===== config.mk =====
export PLATFORM = sky130hd
export DESIGN_NAME = seq_trigger_unit
export DESIGN_NICKNAME = d
export VERILOG_FILES = /design/src/rtl/seq_trig_pkg.sv /design/src/rtl/trig_level_eval.sv /design/src/rtl/trig_datapath.sv /design/src/rtl/trig_control.sv /design/src/rtl/seq_trigger_unit.sv
export SDC_FILE = /design/constraint.sdc
export NUM_CORES = 1
export LEC_CHECK = 0
export BUFFER_PORTS_ARGS = -buffer_cell sky130_fd_sc_hd__buf_2
export CORE_AREA = 2 2 65 113
export DETAILED_ROUTE_END_ITERATION = 10
export DIE_AREA = 0 0 67 115
export HOLD_SLACK_MARGIN = 0.08
export PLACE_DENSITY = 0.78
export SLEW_MARGIN = 20
export SYNTH_ARGS = -nofsm -noshare
export SYNTH_HDL_FRONTEND = slang
export SYNTH_SLANG_ARGS = --single-unit

===== constraint.sdc =====
create_clock -name clk -period 3.3 [get_ports clk]
set_input_delay 0.495 -clock clk [delete_from_list [all_inputs] [get_ports clk]]
set_output_delay 0.495 -clock clk [all_outputs]
set_load 0.1 [all_outputs]

===== src/rtl/seq_trig_pkg.sv =====
package seq_trig_pkg;

  typedef enum logic [2:0] {
    COND_ANY    = 3'd0,
    COND_HIGH   = 3'd1,
    COND_LOW    = 3'd2,
    COND_RISE   = 3'd3,
    COND_FALL   = 3'd4,
    COND_EITHER = 3'd5
  } cond_code_e;

  localparam int unsigned CODE_W = 3;

  // Strobes from control to datapath
  typedef struct packed {
    logic sampleEn;  // update the previous-sample register
    logic evalEn;    // the selected level may be reported as met
  } trig_strobe_t;

endpackage


===== src/rtl/trig_level_eval.sv =====
module trig_level_eval
  import seq_trig_pkg::*;
#(
  parameter int unsigned NUM_SIGS = 8
) (
  input  logic [NUM_SIGS*CODE_W-1:0] codes,
  input  logic                       advSel,
  input  logic [NUM_SIGS-1:0]        curSample,
  input  logic [NUM_SIGS-1:0]        prevSample,
  output logic                       levelMet
);

  logic [NUM_SIGS-1:0] sigOk;
  logic [NUM_SIGS-1:0] sigPick;

  for (genvar s = 0; s < NUM_SIGS; s++) begin : g_sig
    logic [CODE_W-1:0] code;
    logic cur, prev;
    assign code = codes[s*CODE_W +: CODE_W];
    assign cur  = curSample[s];
    assign prev = prevSample[s];

    always_comb begin
      sigPick[s] = 1'b1;
      case (code)
        COND_HIGH:   sigOk[s] = cur;
        COND_LOW:    sigOk[s] = ~cur;
        COND_RISE:   sigOk[s] = cur & ~prev;
        COND_FALL:   sigOk[s] = ~cur & prev;
        COND_EITHER: sigOk[s] = cur ^ prev;
        default: begin
          sigOk[s]   = 1'b1;
          sigPick[s] = 1'b0;
        end
      endcase
    end
  end

  logic anyChange;
  assign anyChange = |(sigPick & (curSample ^ prevSample));
  assign levelMet  = advSel ? anyChange : (&sigOk);

endmodule


===== src/rtl/trig_datapath.sv =====
module trig_datapath
  import seq_trig_pkg::*;
#(
  parameter int unsigned NUM_SIGS   = 8,
  parameter int unsigned NUM_LEVELS = 4,
  localparam int unsigned LVL_W     = (NUM_LEVELS > 1) ? $clog2(NUM_LEVELS) : 1,
  localparam int unsigned CFG_W     = NUM_LEVELS * NUM_SIGS * CODE_W
) (
  input  logic                  clk,
  input  logic                  rstN,
  input  trig_strobe_t          strobes,
  input  logic [LVL_W-1:0]      levelSel,
  input  logic [NUM_SIGS-1:0]   probeIn,
  input  logic [CFG_W-1:0]      condCfg,
  input  logic [NUM_LEVELS-1:0] advMode,
  output logic                  selHit
);

  localparam int unsigned LVL_CFG_W = NUM_SIGS * CODE_W;

  logic [NUM_SIGS-1:0]   prevQ;
  logic [NUM_LEVELS-1:0] levelMatch;

  always_ff @(posedge clk) begin
    if (!rstN)                 prevQ <= '0;
    else if (strobes.sampleEn) prevQ <= probeIn;
  end

  for (genvar l = 0; l < NUM_LEVELS; l++) begin : g_lvl
    trig_level_eval #(.NUM_SIGS(NUM_SIGS)) u_eval (
      .codes      (condCfg[l*LVL_CFG_W +: LVL_CFG_W]),
      .advSel     (advMode[l]),
      .curSample  (probeIn),
      .prevSample (prevQ),
      .levelMet   (levelMatch[l])
    );
  end

  assign selHit = strobes.evalEn & levelMatch[levelSel];

endmodule


===== src/rtl/trig_control.sv =====
module trig_control
  import seq_trig_pkg::*;
#(
  parameter int unsigned NUM_LEVELS = 4,
  localparam int unsigned LVL_W     = (NUM_LEVELS > 1) ? $clog2(NUM_LEVELS) : 1
) (
  input  logic             clk,
  input  logic             rstN,
  input  logic             armReq,
  input  logic             autoRun,
  input  logic [LVL_W-1:0] lastLevel,
  input  logic             selHit,
  output trig_strobe_t     strobes,
  output logic [LVL_W-1:0] levelIdx,
  output logic             waiting,
  output logic             levelHit,
  output logic             trigPulse
);

  logic             armedQ;
  logic [LVL_W-1:0] idxQ;
  logic             hitQ;
  logic             trigQ;
  logic             finalLvl;

  assign finalLvl = (idxQ >= lastLevel);

  always_ff @(posedge clk) begin
    if (!rstN) begin
      armedQ <= 1'b0;
      idxQ   <= '0;
      hitQ   <= 1'b0;
      trigQ  <= 1'b0;
    end else begin
      hitQ  <= 1'b0;
      trigQ <= 1'b0;
      if (armReq) begin
        armedQ <= 1'b1;
        idxQ   <= '0;
      end else if (selHit) begin
        hitQ <= 1'b1;
        if (finalLvl) begin
          trigQ  <= 1'b1;
          idxQ   <= '0;
          armedQ <= autoRun;
        end else begin
          idxQ <= idxQ + LVL_W'(1);
        end
      end
    end
  end

  assign strobes.sampleEn = armReq | armedQ;
  assign strobes.evalEn   = armedQ & ~armReq;

  assign levelIdx  = idxQ;
  assign waiting   = armedQ;
  assign levelHit  = hitQ;
  assign trigPulse = trigQ;

endmodule


===== src/rtl/seq_trigger_unit.sv =====
module seq_trigger_unit
  import seq_trig_pkg::*;
#(
  parameter int unsigned NUM_SIGS   = 8,
  parameter int unsigned NUM_LEVELS = 4,
  localparam int unsigned LVL_W     = (NUM_LEVELS > 1) ? $clog2(NUM_LEVELS) : 1,
  localparam int unsigned CFG_W     = NUM_LEVELS * NUM_SIGS * 3
) (
  input  logic                  clk,
  input  logic                  rstN,
  input  logic [NUM_SIGS-1:0]   probeIn,
  input  logic                  armReq,
  input  logic                  autoRun,
  input  logic [LVL_W-1:0]      lastLevel,
  input  logic [CFG_W-1:0]      condCfg,
  input  logic [NUM_LEVELS-1:0] advMode,
  output logic                  waiting,
  output logic [LVL_W-1:0]      levelIdx,
  output logic                  levelHit,
  output logic                  trigPulse
);

  trig_strobe_t strobes;
  logic         selHit;

  trig_datapath #(.NUM_SIGS(NUM_SIGS), .NUM_LEVELS(NUM_LEVELS)) u_dp (
    .clk      (clk),
    .rstN     (rstN),
    .strobes  (strobes),
    .levelSel (levelIdx),
    .probeIn  (probeIn),
    .condCfg  (condCfg),
    .advMode  (advMode),
    .selHit   (selHit)
  );

  trig_control #(.NUM_LEVELS(NUM_LEVELS)) u_ctrl (
    .clk       (clk),
    .rstN      (rstN),
    .armReq    (armReq),
    .autoRun   (autoRun),
    .lastLevel (lastLevel),
    .selHit    (selHit),
    .strobes   (strobes),
    .levelIdx  (levelIdx),
    .waiting   (waiting),
    .levelHit  (levelHit),
    .trigPulse (trigPulse)
  );

endmodule


==> out/results.md <==
| Step | Parameter | Value |
| --- | --- | --- |
| run status | Result of the run | complete, no violations |
| yosys | Leading cell types by total area after synthesis | sky130_fd_sc_hd__a21oi_1 11%, sky130_fd_sc_hd__ha_1 8.9%, sky130_fd_sc_hd__nand2_1 8.9% |
| min path | Count of cells along the worst hold path | 2 |
| placement | Placed cells | 660 |
| routing | Ratio of routed vias to standard cells | 6.19 |
| routing | Mean routed wirelength per cell | 16.7 µm |
| floorplanning | Die ar. | 0.00771 mm² |
| yosys | Synthesized instance count | 473 |
| critical path | Maximum fanout count along the critical path | 10 |
| routing | Remaining antenna violation count | 0 |
| yosys | Area share of and/or/nand/nor cells after synthesis | 0.361 |
| grt | Largest net degree at the start of global routing | 14 |
| sta | Unrepaired setup endpoints after global routing | no |
| layout | Ant. Diodes | 0 |
| layout | Area added between synthesis and finish | 24.4% |
| critical path | CP Data Arrival Time | 2.99 ns |
| pwr | Worst vdd ir | 0.000138 V |
| floorplanning | CORE AREA | 0.00681 mm² |
| placement | Last weighted congestion value of the routability-driven placer | 0.922 |
| clock tree | PostCTS Resize Cnt | 0 |
| floorplanning | I/O pins | 119 |
| pwr | P_int | 0.000522 W |
| yosys | Count of flip-flops with a built-in enable after synthesis | 0 |
| min path | Hold worst-path end | u_dp.prevQ[2]$_SDFFE_PN0P_ |
| placement | IO Port Bufs | 118 |
| yosys | Share of async-settable or async-resettable flops after synthesis | 0 |
| clock tree | Buffer levels on the longest clock path | 2 |
| grt | Overflow left after global routing | 0 |
| sta | Final Max Slew Viols | 0 |
| yosys | Post-synth top area share | 0.109 |
| routing | Total length of routed wires | 11.1 mm |
| yosys | Post-synth top cells | 70 x sky130_fd_sc_hd__nand2_1, 64 x sky130_fd_sc_hd__a21oi_1, 39 x sky130_fd_sc_hd__nor2_1, 23 x sky130_fd_sc_hd__nand3_1 |
| yosys | Mapped Nets | 608 |
| pwr | Portion of total power attributed to the clock network | 0.270 |
| critical path | Worst Setup End Kind | flop |
| pwr | Switching part of the total | 0.425 |
| yosys | Adder and majority cell fraction of the synthesized area | 0.0892 |
| floorplanning | Die outline width | 67 µm |
| routing | Total number of vias | 4113 |
| clock tree | Master cell of the clock root buffer | sky130_fd_sc_hd__clkbuf_16 |
| yosys | Most common cell in the netlist | sky130_fd_sc_hd__nand2_1 |
| min path | Startpoint of the lowest-slack hold path | u_dp.prevQ[2]$_SDFFE_PN0P_ |
| critical path | Element type at the critical path start | input pin |
| yosys | Prevailing post-synth register cell | sky130_fd_sc_hd__dfxtp_1 |
| critical path | Critical Path RT | 3.44 ns |
| yosys | Post-synth top area cell | sky130_fd_sc_hd__a21oi_1 |
| job | Max-capacitance violation count | 0 |
| yosys | Register bit total from synthesis | 13 |
| sta | Tmin final | 2.86 ns |
| sta | Maximum clock frequency | 350 MHz |
| yosys | Sequential cell area fraction in the yosys report | 0.0883 |
| sta | Final TNS setup | 0 ns |
| clock tree | H-tree levels | 1 |
| routing | First-pass detailed-route iteration total | 5 |
| grt | Wire length of the first global-routing pass | 17.0 mm |
| floorplanning | Chip height | 115 µm |
| pwr | Switching power of the nets | 0.000385 W |
| critical path | Top cell family by delay on the critical path | compound AO/OA/AOI/OAI gates |
| yosys | Main combinational cell family by area after synthesis | compound AO/OA/AOI/OAI gates |
| yosys | Total number of yosys warnings | 0 |
| grt | Overall routing resource usage | 0.286 |
| floorplanning | FP Rows | 40 |
| placement | Estimated wirelength of the detail-placed design | 9.09 mm |
| sta | Count of final hold-check violations | 0 |
| yosys | Portion of netlist area occupied by mux cells | 0 |
| layout | Fraction of the core area covered by cells at the end of the flow | 0.539 |
| layout | Ratio of cells with drive above 1 in the final layout | 0.233 |
| sta | Part of the cycle the worst path needs | 0.865 |
| floorplanning | Starting density of the core | 0.433 |
| sta | Setup Skew | 0.00161 ns |
| routing | Residual DRC count | 0 |
| pwr | Part of the total power dissipated in combinational logic | 0.540 |
| critical path | Crit-path cells | buf_2 > inv_2 > ha_1 > nand2_1 > o21ai_1 > a2111o_1 > nor4_1 > a2111oi_4 > a21oi_2 > nand2b_2 > o221a_1 |
| clock tree | Worst-path clk slew | 0.05 ns |
| sta | Max-slew headroom at the worst pin | 0.387 |
| min path | Hold/Removal Path Class | reg2reg |
| pwr | PwrDens | 247 mW/mm² |
| clock tree | CTS hold repair buffers | 0 |
| yosys | Synth Area in XOR/XNOR | 0 |
| sta | Transition at the pin with the smallest max-transition slack | 0.916 ns |
| yosys | Synth Area in Compound Gates | 0.399 |
| yosys | Post-synthesis instance area | 0.00295 mm² |
| critical path | End of the worst register-to-register path | u_ctrl.waiting$_SDFFE_PN0P_ |
| sta | Final Setup Violations | 0 |
| layout | Post-Layout Cell Count | 664 |
| clock tree | Clock latency at the later pin of the worst-skew pair | 0.25 ns |
| yosys | Number of unique standard cell types used by synthesis | 50 |
| grt | Number of global-route vias before repair | 3649 |
| pwr | Sequential power share | 0.190 |
| critical path | Critical Path Max Stage Delay | 0.53 ns |
| critical path | CP max-delay cell | sky130_fd_sc_hd__nor4_1 |
| grt | Antenna violations before repair | 0 |
| routing | Initial drt markers | 416 |
| clock tree | Post-CTS Setup Inserts | 0 |
| critical path | Worst path bufs/invs | 2 |
| critical path | Setup slack of the worst register-to-register path | 0.62 ns |
| layout | Net total in the final layout | 716 |
| critical path | Reg2reg start | u_dp.prevQ[1]$_SDFFE_PN0P_ |
| critical path | Category of the most critical setup path | in2reg |
| critical path | Depth of the most critical reg-to-reg path | 10 |
| yosys | Avg Synthesized Cell Area | 6.23 µm² |
| pwr | Static Leak | 1.62 nW |
| clock tree | TritonCTS clock tree | built |
| clock tree | Number of buffers created by CTS | 3 |
| clock tree | Total clock sinks | 13 |
==> state kept, by name, indices dropped and copies added, names as in the netlist <==
register and flops:
u_dp.prevQ 8, u_ctrl.levelIdx 2, u_ctrl.levelHit 1, u_ctrl.trigPulse 1
u_ctrl.waiting 1
==> area by class of cell <==
class,count,area (µm²)
well taps,84,105
clock buffers,3,75.1
inverters,28,105
repair buffers,121,613
clock inverters,1,5.00
flip-flops and latches,13,260
fillers,697,3140
multi-input cells,414,2500
==> worst max path at each step <==
stage	end	start	cells past startpoint	slack [ns]
after global routing	u_ctrl.waiting$_SDFFE_PN0P_	probeIn[3]	11	0.36
after detailed placement	u_ctrl.waiting$_SDFFE_PN0P_	probeIn[1]	11	0.20
final	u_ctrl.waiting$_SDFFE_PN0P_	probeIn[1]	11	0.44
after floorplan	u_ctrl.waiting$_SDFFE_PN0P_	probeIn[1]	12	0.60
after global placement	u_ctrl.waiting$_SDFFE_PN0P_	probeIn[1]	11	0.21
after CTS	u_ctrl.waiting$_SDFFE_PN0P_	probeIn[1]	11	0.46
==> routing by layer <==
layer / GRT usage / wire, µm
met1: 0.325 / 4160
met2: 0.499 / 5370
met3: 0.0264 / 890
met4: 0.171 / 679
met5: 0 / 0
==> per-stage QoR <==
stage	worst slack [ns]	cell area, µm²	hold WS (ns)	total power (W)
after floorplan	0.596	2950	0.449	0.000443
final	0.445	3670	0.472	0.000907
after global routing	0.356	3670	0.492	0.000960
after detailed placement	0.202	3590	0.467	0.000652
after global placement	0.214	3590	0.459	0.000643
after CTS	0.460	3670	0.474	0.000897
==> cell families (layout without fill, tap and decap cells) <==
| logic type | count (synthesis) | after routing |
|---|---|---|
| fa+ha+maj | 21 | 21 |
| compound gates | 176 | 176 |
| flops | 13 | 13 |
| simple gates | 217 | 217 |
| buf+inv | 46 | 153 |
==> cell usage in the layout, fill, tap and decap left out, types with 8 or more instances in the layout <==
cell type,count
sky130_fd_sc_hd__a21oi_1,64
sky130_fd_sc_hd__buf_2,118
sky130_fd_sc_hd__nor2_1,39
sky130_fd_sc_hd__o21ai_1,8
sky130_fd_sc_hd__dfxtp_1,13
sky130_fd_sc_hd__inv_1,21
sky130_fd_sc_hd__o21ai_0,12
sky130_fd_sc_hd__nor2b_1,18
sky130_fd_sc_hd__o31ai_1,14
sky130_fd_sc_hd__nand3_1,23
sky130_fd_sc_hd__nor4_1,8
sky130_fd_sc_hd__a32oi_1,11
sky130_fd_sc_hd__nand2_1,70
sky130_fd_sc_hd__nand2b_1,9
sky130_fd_sc_hd__ha_1,21
sky130_fd_sc_hd__nor3_1,20
sky130_fd_sc_hd__a211oi_1,20
==> power groups by stage <==
| stage | Clock (W) | Sequential, W | Combinational, W |
|---|---|---|---|
| floorplan | 0 | 0.000186 | 0.000258 |
| global placement | 0 | 0.000175 | 0.000468 |
| detailed placement | 0 | 0.000175 | 0.000477 |
| CTS | 0.000245 | 0.000172 | 0.000480 |
| global route | 0.000251 | 0.000173 | 0.000536 |
| finish | 0.000245 | 0.000172 | 0.000490 |
==> worst reg2reg max path: cells and delay by family (launching register included) <==
family / cells / cell delay [ns]
AO/OA/AOI/OAI: 5 / 1.02
adder cells (fa/ha/maj): 1 / 0.33
buffers and inverters: 1 / 0.06
flip-flops: 1 / 0.33
AND/OR/NAND/NOR: 3 / 0.82
(Power assumes the default switching activity.)
